==> config.mk <==
export PLATFORM = sky130hd
export DESIGN_NAME = shiftadd_mult
export DESIGN_NICKNAME = d
export VERILOG_FILES = /design/src/rtl/shm_pkg.sv /design/src/rtl/shm_adder.sv /design/src/rtl/shm_cnt.sv /design/src/rtl/shm_ctrl.sv /design/src/rtl/shm_dp.sv /design/src/rtl/shiftadd_mult.sv
export SDC_FILE = /design/constraint.sdc
export NUM_CORES = 1
export LEC_CHECK = 0
export ABC_AREA = 1
export BUFFER_PORTS_ARGS = -buffer_cell sky130_fd_sc_hd__buf_2
export CAP_MARGIN = 20
export CORE_MARGIN = 5
export CORE_UTILIZATION = 45
export CTS_CLUSTER_DIAMETER = 60
export DETAILED_ROUTE_END_ITERATION = 8
export GPL_ROUTABILITY_DRIVEN = 0
export GPL_TIMING_DRIVEN = 0
export PLACE_DENSITY = 0.7
export REMOVE_ABC_BUFFERS = 1
export SLEW_MARGIN = 0
export SYNTH_ARGS = -nofsm -noshare
export SYNTH_HDL_FRONTEND = slang
export SYNTH_HIERARCHICAL = 1
export SYNTH_SLANG_ARGS = --single-unit
==> constraint.sdc <==
create_clock -name clk -period 9.1 [get_ports clk]
set_clock_uncertainty 0.15 [all_clocks]
set_input_delay 0.455 -clock clk [delete_from_list [all_inputs] [get_ports clk]]
set_output_delay 0.455 -clock clk [all_outputs]
set_load 0.01 [all_outputs]
==> src/rtl/shm_pkg.sv <==
package shm_pkg;

    // One-hot controller state, one flip-flop per state
    typedef enum logic [2:0] {
        ST_IDLE = 3'b001,
        ST_MUL0 = 3'b010,
        ST_MUL1 = 3'b100
    } shm_state_e;

    // Control strobes from controller to datapath and counter
    typedef struct packed {
        logic init;   // clear A, preset P (IDLE and go)
        logic clr_c;  // clear carry flip-flop
        logic add;    // C||A <= A + B
        logic shift;  // shift C||A||Q right, decrement P
    } shm_ctrl_t;

endpackage

==> src/rtl/shm_adder.sv <==
module shm_adder #(
    parameter int N = 8
) (
    input  logic [N-1:0] x,
    input  logic [N-1:0] y,
    output logic [N-1:0] sum,
    output logic         cout
);

    logic [N:0] cy;

    assign cy[0] = 1'b0;

    for (genvar i = 0; i < N; i++) begin : g_fa
        assign sum[i]   = x[i] ^ y[i] ^ cy[i];
        assign cy[i+1]  = (x[i] & y[i]) | (cy[i] & (x[i] ^ y[i]));
    end

    assign cout = cy[N];

endmodule

==> src/rtl/shm_cnt.sv <==
module shm_cnt #(
    parameter int N = 8,
    localparam int W = (N > 2) ? $clog2(N) : 1
) (
    input  logic clk,
    input  logic rst,
    input  logic load,
    input  logic dec,
    output logic zero
);

    localparam logic [W-1:0] PRESET = W'(N - 1);

    logic [W-1:0] cnt;

    always_ff @(posedge clk) begin
        if (rst) begin
            cnt <= '0;
        end else if (load) begin
            cnt <= PRESET;
        end else if (dec) begin
            cnt <= cnt - 1'b1;
        end
    end

    assign zero = (cnt == '0);


    cnt_hold_chk: assert property (@(posedge clk) disable iff (rst)
        (!load && !dec) |=> $stable(cnt));


    cnt_preset_nonzero_chk: assert property (@(posedge clk) disable iff (rst)
        load |=> (zero == (N == 1)));

endmodule

==> src/rtl/shm_ctrl.sv <==
module shm_ctrl
    import shm_pkg::*;
(
    input  logic      clk,
    input  logic      rst,
    input  logic      go,
    input  logic      q_lsb,
    input  logic      cnt_zero,
    output shm_ctrl_t ctrl,
    output logic      idle,
    output logic      busy,
    output logic      done
);

    shm_state_e state, state_n;

    // Next-state selection
    always_comb begin
        state_n = state;
        unique case (state)
            ST_IDLE: state_n = go ? ST_MUL0 : ST_IDLE;
            ST_MUL0: state_n = ST_MUL1;
            ST_MUL1: state_n = cnt_zero ? ST_IDLE : ST_MUL0;
            default: state_n = ST_IDLE;
        endcase
    end

    // State register and done flop
    always_ff @(posedge clk) begin
        if (rst) begin
            state <= ST_IDLE;
            done  <= 1'b0;
        end else begin
            state <= state_n;
            done  <= (state == ST_MUL1) && cnt_zero;
        end
    end

    // Output decode
    always_comb begin
        ctrl = '0;
        idle = 1'b0;
        busy = 1'b0;
        unique case (state)
            ST_IDLE: begin
                idle       = 1'b1;
                ctrl.init  = go;
                ctrl.clr_c = go;
            end
            ST_MUL0: begin
                busy     = 1'b1;
                ctrl.add = q_lsb;
            end
            ST_MUL1: begin
                busy       = 1'b1;
                ctrl.shift = 1'b1;
                ctrl.clr_c = 1'b1;
            end
            default: begin
                idle = 1'b0;
            end
        endcase
    end


    onehot_state_chk: assert property (@(posedge clk) disable iff (rst)
        $countones(state) == 1);


    mul0_to_mul1_chk: assert property (@(posedge clk) disable iff (rst)
        (state == ST_MUL0) |=> (state == ST_MUL1));


    finish_done_chk: assert property (@(posedge clk) disable iff (rst)
        (state == ST_MUL1 && cnt_zero) |=> (done && state == ST_IDLE));


    done_in_idle_chk: assert property (@(posedge clk) disable iff (rst)
        done |-> (state == ST_IDLE));

endmodule

==> src/rtl/shm_dp.sv <==
module shm_dp
    import shm_pkg::*;
#(
    parameter int N = 8
) (
    input  logic           clk,
    input  logic           rst,
    input  logic [N-1:0]   din,
    input  logic           ld_b,
    input  logic           ld_q,
    input  logic           idle,
    input  shm_ctrl_t      ctrl,
    output logic           q_lsb,
    output logic [2*N-1:0] product
);

    logic [N-1:0] reg_b;
    logic [N-1:0] reg_q;
    logic [N-1:0] reg_a;
    logic         reg_c;
    logic [N-1:0] sum;
    logic         cout;

    shm_adder #(.N(N)) u_add (
        .x    (reg_a),
        .y    (reg_b),
        .sum  (sum),
        .cout (cout)
    );

    always_ff @(posedge clk) begin
        if (rst) begin
            reg_b <= '0;
            reg_q <= '0;
            reg_a <= '0;
            reg_c <= 1'b0;
        end else begin
            if (idle && ld_b) reg_b <= din;
            if (idle && ld_q) reg_q <= din;
            if (ctrl.shift) begin
                {reg_c, reg_a, reg_q} <= {1'b0, reg_c, reg_a, reg_q[N-1:1]};
            end else if (ctrl.add) begin
                {reg_c, reg_a} <= {cout, sum};
            end else if (ctrl.init) begin
                reg_a <= '0;
                if (ctrl.clr_c) reg_c <= 1'b0;
            end
        end
    end

    assign q_lsb   = reg_q[0];
    assign product = {reg_a, reg_q};


    mcand_frozen_chk: assert property (@(posedge clk) disable iff (rst)
        !idle |=> $stable(reg_b));


    no_add_hold_chk: assert property (@(posedge clk) disable iff (rst)
        (!idle && !ctrl.shift && !reg_q[0]) |=> ($stable(reg_a) && $stable(reg_c)));


    carry_clear_after_shift_chk: assert property (@(posedge clk) disable iff (rst)
        ctrl.shift |=> !reg_c);

endmodule

==> src/rtl/shiftadd_mult.sv <==
module shiftadd_mult
    import shm_pkg::*;
#(
    parameter int N = 8
) (
    input  logic           clk,
    input  logic           rst,
    input  logic [N-1:0]   din,
    input  logic           ld_mcand,
    input  logic           ld_mplier,
    input  logic           go,
    output logic           busy,
    output logic           done,
    output logic [2*N-1:0] product
);

    shm_ctrl_t ctrl;
    logic      idle;
    logic      q_lsb;
    logic      cnt_zero;

    shm_ctrl u_ctrl (
        .clk      (clk),
        .rst      (rst),
        .go       (go),
        .q_lsb    (q_lsb),
        .cnt_zero (cnt_zero),
        .ctrl     (ctrl),
        .idle     (idle),
        .busy     (busy),
        .done     (done)
    );

    shm_cnt #(.N(N)) u_cnt (
        .clk  (clk),
        .rst  (rst),
        .load (ctrl.init),
        .dec  (ctrl.shift),
        .zero (cnt_zero)
    );

    shm_dp #(.N(N)) u_dp (
        .clk     (clk),
        .rst     (rst),
        .din     (din),
        .ld_b    (ld_mcand),
        .ld_q    (ld_mplier),
        .idle    (idle),
        .ctrl    (ctrl),
        .q_lsb   (q_lsb),
        .product (product)
    );


    start_clears_acc_chk: assert property (@(posedge clk) disable iff (rst)
        $rose(busy) |-> (product[2*N-1:N] == '0));


    fall_gives_done_chk: assert property (@(posedge clk) disable iff (rst)
        $fell(busy) |-> done);


    done_not_busy_chk: assert property (@(posedge clk) disable iff (rst)
        done |-> !busy);

endmodule

==> results of run 1 <==
## path summary, 6_finish.rpt
path / slack, ns / depth (start not counted) / end / startpoint
setup / recovery: 5.29 / 16 / u_dp/reg_a[7] / u_dp/reg_a[0]
hold / removal: 0.29 / 3 / u_dp/reg_b[1] / din[1]
setup reg to reg: 5.29 / 16 / u_dp/reg_a[7] / u_dp/reg_a[0]
hold reg to reg: 0.33 / 2 / u_dp/reg_b[1] / u_dp/reg_b[1]
## cell families after synthesis
| group | share of synthesized area, % |
|---|---|
| AOI/OAI and AO/OA | 9.493 |
| adders and majority gates | 10.45 |
| buffers and inverters | 12.80 |
| DFF | 37.67 |
| and+or+nand+nor | 29.58 |
## layout by cell type (no fill, tap or decap), drive strengths merged
cell type,synthesis,final
o211ai,1,1
ha,3,3
nand2,55,55
clkbuf,1,8
fa,7,7
o21ai,18,18
nand3,14,14
inv,39,39
nor2,55,55
buf,7,30
dfxtp,32,32
a21oi,12,12
nand3b,1,1
## worst reg2reg max path, cell delays in order, from the launching register on
cell,delay [ns]
dfxtp_1,0.34
ha_1,0.18
inv_1,0.06
fa_1,0.16
inv_1,0.05
fa_1,0.37
fa_1,0.40
fa_1,0.40
fa_1,0.40
fa_1,0.38
inv_1,0.08
fa_1,0.40
inv_1,0.06
nand2_1,0.05
nor2_1,0.11
nor2_1,0.05
a21oi_1,0.11
## stage by stage
| stage | hold WS [ns] | cell area, um2 | total power [uW] |
|---|---|---|---|
| finish | 0.2860 | 1932 | 314.7 |
| global route | 0.2935 | 1932 | 337.2 |
| CTS | 0.2777 | 1932 | 320.3 |
| detailed placement | 0.3253 | 1842 | 208.2 |
| global placement | 0.3185 | 1842 | 206.9 |
| floorplan | 0.3050 | 1632 | 192.0 |
## metal layers
layer / wire length (um) / share of wire (%) / GRT usage (%) / vias to the layer above
met3: 209 / 6.2 / 4.208 / 7
met1: 1615 / 48 / 19.22 / 629
met5: 0 / 0 / 0 / -
met4: 56 / 1.7 / 7.516 / 0
li1: - / - / - / 802
met2: 1483 / 44 / 23.57 / 33
## area by class of cell
class,count,area (um2),share of cell area (%)
Multi-Input combinational cell,166,842.1,43.59
Sequential cell,32,640.6,33.16
Timing Repair Buffer,30,150.1,7.772
Inverter,39,148.9,7.707
Clock buffer,8,90.09,4.663
Tap cell,48,60.06,3.109
## cells in the mapped netlist, drive strengths merged
cell type  number  area (um2)
inv            39       148.9
nand2          55       214.0
ha              3       37.54
nand3b          1       7.510
o211ai          1       7.510
a21oi          12       63.81
fa              7       140.1
buf             7       61.30
nand3          14       70.07
o21ai          18       90.09
nor2           55       211.5
dfxtp          32       640.6
clkbuf          1       7.510
## state kept, by name, indices dropped and copies added (netlist names)
signal        flops
u_dp/reg_c        1
u_ctrl/state      3
u_ctrl/done       1
u_dp/reg_b        8
u_dp/reg_q        8
u_cnt/cnt         3
u_dp/reg_a        8
## where the power goes
part           switching, uW  internal [uW]
combinational           28.9           17.3
clock                   48.6           61.6
sequential              7.37            151
==> flow_summary.ini, run 1 <==
[power_and_ir_drop]
p_per_area_nw_per_um2 = 162.9
peakVddDrop_mv = 0.09821
power_leakage_uw = 0.001038

[setup_path]
cp.required_ns = 9.16
crit_family = adder cells
worstPathMaxFanout = 4
end_kind = flip-flop
worst-path-buf-inv = 4
crit_slowest_cell = fa_1
cp_data_arrival_time_ns = 3.88
cp_slowest_stage_delay_ns = 0.40
worstSetupPathType = flip-flop to flip-flop
start_kind = flip-flop
path_cells = ha_1, inv_1, fa_1, inv_1, fa_1, fa_1, fa_1, fa_1, fa_1, inv_1, fa_1, inv_1, nand2_1, nor2_1, nor2_1, a21oi_1
critPathMostFrequentCell = fa_1

[sta]
fmax_mhz = 262.2
min_period_ns = 3.814
fin_setup_tns_ns = 0
relSlewSlack_pct = 53.65
rsz0062_at_grt = false
finalMaxSlewViolations = 0
worst_pin_slew_ns = 0.6927
finalCritPeriodShare_pct = 41.91
setup_viol = 0
hold_viol = 0
worst_slack_ns = 5.286

[synthesis]
yosysSeqAreaShare_pct = 37.67
netlist_instances = 245
synth_cell_types = 20
synth_area_per_cell_um2 = 6.940
synth_warnings = 6
ys_ff_latch = 32
synth_area_um2 = 1700

[cts]
cts_resized = 0
cts.path.max_buffers = 2
cts_tree = yes
cts.sink_count = 32
clock_latency_ns = 0.28
postCtsSetupBuffers = 0
root_buffer = clkbuf_8
htreeDepth = 2
cts_buffers = 5
clk_pin_slew_ns = 0.06
hold_buffers = 0

[floorplanning]
chipWidth_um = 71.47
core_um2 = 3661
row_count = 22
ios = 31
die_area_um2 = 5108
dieHeight_um = 71.47
start_util_pct = 46.45

[placement]
place_hpwl_mm = 2.460
place_ws_ns = 5.307
dp_cells = 315
port_buffers = 30

[route]
drt_wl_total_mm = 3.365
final_antenna_net_count = 0
wl_per_cell_um = 10.42
via_per_inst = 4.554
firstDrtPassIters = 4
drt-initial-drc-count = 38
vias = 1471
drc = 0

[finish]
nFillCells = 384
fin_util_pct = 52.77
drive_above_1_share_pct = 16.36
area_growth_pct = 13.61
n_antenna_cell = 0
final_cells = 323
nets = 297

[flow_run]
max_cap_viol_count = 0

[global_routing]
grt_remaining_overflow = 0
grt_max_degree = 33
grt_pass1_wl_mm = 6.175
grt_usage_pct = 15.16
antenna_found_initial = 0
grt_pass1_vias = 1419

[hold_path]
hold_path.class = input pin to flip-flop

[run_status]
status = complete, no violations
Power figures use the tool's default switching activity.
==> run 2, diff against run 1 <==
Settings changed: ABC_AREA 1 to 0, PLACE_DENSITY 0.7 to 0.72.
Clock period 9.1 ns to 3.3 ns, I/O delays scaled along.
==> run 2 against run 1 <==
The run now ends with setup timing left. Critical path type unchanged. Sequential power increased to 2.7 times the previous value. Flip-flop and latch count unchanged. Design area increased by 8.4%. Clock power increased to 3.3 times the previous value. Via count decreased by 5.0%.
==> flow_summary.ini, run 2 <==
[setup_path]
path_cells = ha_4, inv_2, fa_2, inv_2, fa_2, fa_2, fa_2, fa_2, fa_2, inv_2, fa_2, inv_2, a221oi_2, nor3_1
worst-path-buf-inv = 4
worstSetupPathType = flip-flop to flip-flop
critPathMostFrequentCell = fa_2
crit_slowest_cell = fa_2
critPathLaunch = u_dp/reg_b[0]
cp_slowest_stage_delay_ns = 0.42
crit_family = adder cells
start_kind = flip-flop
worstPathMaxFanout = 2
reg2reg_slack_ns = -0.20
r2r_start = u_dp/reg_b[0]
cp_data_arrival_time_ns = 3.55
cp.required_ns = 3.35
end_kind = flip-flop

[sta]
finalCritPeriodShare_pct = 106.1
rsz0062_at_grt = true
setup_viol = 1
relSlewSlack_pct = 31.77
worst_slack_ns = -0.1999
hold_viol = 0
worst_pin_slew_ns = 1.021
finalMaxSlewViolations = 0
fmax_mhz = 285.7
min_period_ns = 3.500

[route]
drt_wl_total_mm = 3.574
firstDrtPassIters = 4
drc = 0
drt-initial-drc-count = 38
wl_per_cell_um = 13.54
via_per_inst = 5.292
vias = 1397
final_antenna_net_count = 0

[finish]
area_growth_pct = 22.21
reg.largest.list = u_dp/reg_a x8, u_dp/reg_b x8, u_dp/reg_q x8
n_antenna_cell = 0
drive_above_1_share_pct = 32.41
nFillCells = 328
nets = 238
fin_util_pct = 57.18
final_cell_mix = buf_2 (30), dfxtp_1 (30), inv_1 (19), nor3_1 (18), a21oi_1 (11)

[synthesis]
ys_ff_latch = 32
synthAdderAreaFrac_pct = 10.37
synth_compound_gate_area_share_pct = 20.45
synth_warnings = 6
synth-xor-area-share_pct = 0.5113
synthArstFlopShare_pct = 0
synth.most_common_cell = dfxtp_1
synth_cell_types = 33
synthFlopType = dfxtp_1
synth_area_per_cell_um2 = 9.463
synth_top_area_cell = dfxtp_1
synth_edf_count = 0
yosysSeqAreaShare_pct = 37.40
netlist_instances = 181
synth_area_um2 = 1713
synth_top_area_share_pct = 37.40
synth_area_leaders = dfxtp_1 (37%), fa_1 (8.2%), a2111oi_2 (7.0%)
synth_top_family_by_area = simple AND/OR/NAND/NOR gates
synth-simple-area-share_pct = 20.67
synthTopCellsByCount = dfxtp_1 (32), inv_1 (23), nor3_1 (18)
synthMuxAreaShare_pct = 0.5844

[cts]
root_buffer = clkbuf_8
cts.path.max_buffers = 2
clk_pin_slew_ns = 0.07
cts_tree = yes
clock_latency_ns = 0.29
htreeDepth = 2
cts_buffers = 5
cts.sink_count = 32

[global_routing]
grt_max_degree = 47
antenna_found_initial = 0
grt_usage_pct = 14.87
grt_remaining_overflow = 0
grt_pass1_wl_mm = 6.003
grt_pass1_vias = 1333

[floorplanning]
start_util_pct = 46.79
dieHeight_um = 71.70
core_um2 = 3661
die_area_um2 = 5140
row_count = 22
chipWidth_um = 71.70
ios = 31

[placement]
place_hpwl_mm = 2.368
place_ws_ns = -0.4801
port_buffers = 30

[power_and_ir_drop]
p_per_area_nw_per_um2 = 445.9
peakVddDrop_mv = 0.3252
power.total_uw = 933.5
power_leakage_uw = 0.0008226

[flow_run]
max_cap_viol_count = 0

[run_status]
violations = setup timing
status = complete, but fails checks

[hold_path]
hold_path.startpoint = din[1]
hold_path.class = input pin to flip-flop
run 2: cell types whose count changed after synthesis, sizes merged, moves of 6 or more:
cell	before	now
nand2	55	10
nor2b	0	8
inv	39	23
nor3	0	18
a211oi	0	9
a2111oi	0	8
a221oi	0	8
nand3	14	8
nor2	55	2
o21ai	18	0
run 2: logic make-up after synthesis:
group / after synthesis
buffers and inverters: 36
xor gates and xnor gates: 1
DFF: 32
adders and majority gates: 10
muxes: 1
AOI/OAI and AO/OA: 40
and+or+nand+nor: 61
run 2: path summary, 6_finish.rpt:
| kind | to | depth (start not counted) |
|---|---|---|
| max | u_dp/reg_a[7] | 14 |
| min | u_dp/reg_b[1] | 3 |
| max reg2reg | u_dp/reg_a[7] | 14 |
| min reg2reg | u_dp/reg_b[1] | 2 |
run 2: worst min-delay path, cell delays in order:
cell	delay (ns)
buf_2	0.12
nand3_1	0.07
a21oi_1	0.06
run 2: metrics by stage:
stage / hold WS (ns) / TNS, ns / instances / instance area [um2]
4_1_cts: 0.003794 / -0.1878 / 263 / 2061
6_report: 0.02169 / -0.1999 / 264 / 2093
5_1_grt: 0.03564 / -0.4347 / 264 / 2093
3_3_place_gp: 0.2885 / -2.409 / 246 / 1838
2_1_floorplan: 0.07965 / -0.4915 / 168 / 1628
3_5_place_dp: 0.2928 / -0.8689 / 247 / 1862
run 2: where the power goes:
part | switching, uW | internal [uW] | leakage [uW]
clock network | 144 | 224 | 0.0000552
logic | 75.5 | 61.3 | 0.000504
registers | 20.5 | 409 | 0.000263
total | 240 | 694 | 0.000823
run 2: layout make-up:
class	count	area, um2	share of cell area (%)
clock buffers	6	72.57	3.467
flip-flops and latches	32	643.1	30.72
well taps	48	60.06	2.869
repair buffers	40	246.5	11.78
inverters	23	86.33	4.124
multi-input cells	113	949.7	45.37
clock inverters	2	35.03	1.674
run 2: per-layer routing:
metal  part of all wire, %  GRT usage, %
met1                    46         17.77
met2                    45         23.37
met3                   6.1         5.470
met4                   2.0         7.516
met5                     0             0
run 2: repair_timing:
item,CTS,global route
pin swaps,1,1
endpoints found under the hold margin,7,0
gates resized for setup,7,9
setup buffers,1,1
endpoints found under the setup margin,3,3
hold buffers,7,0
gates cloned,0,0
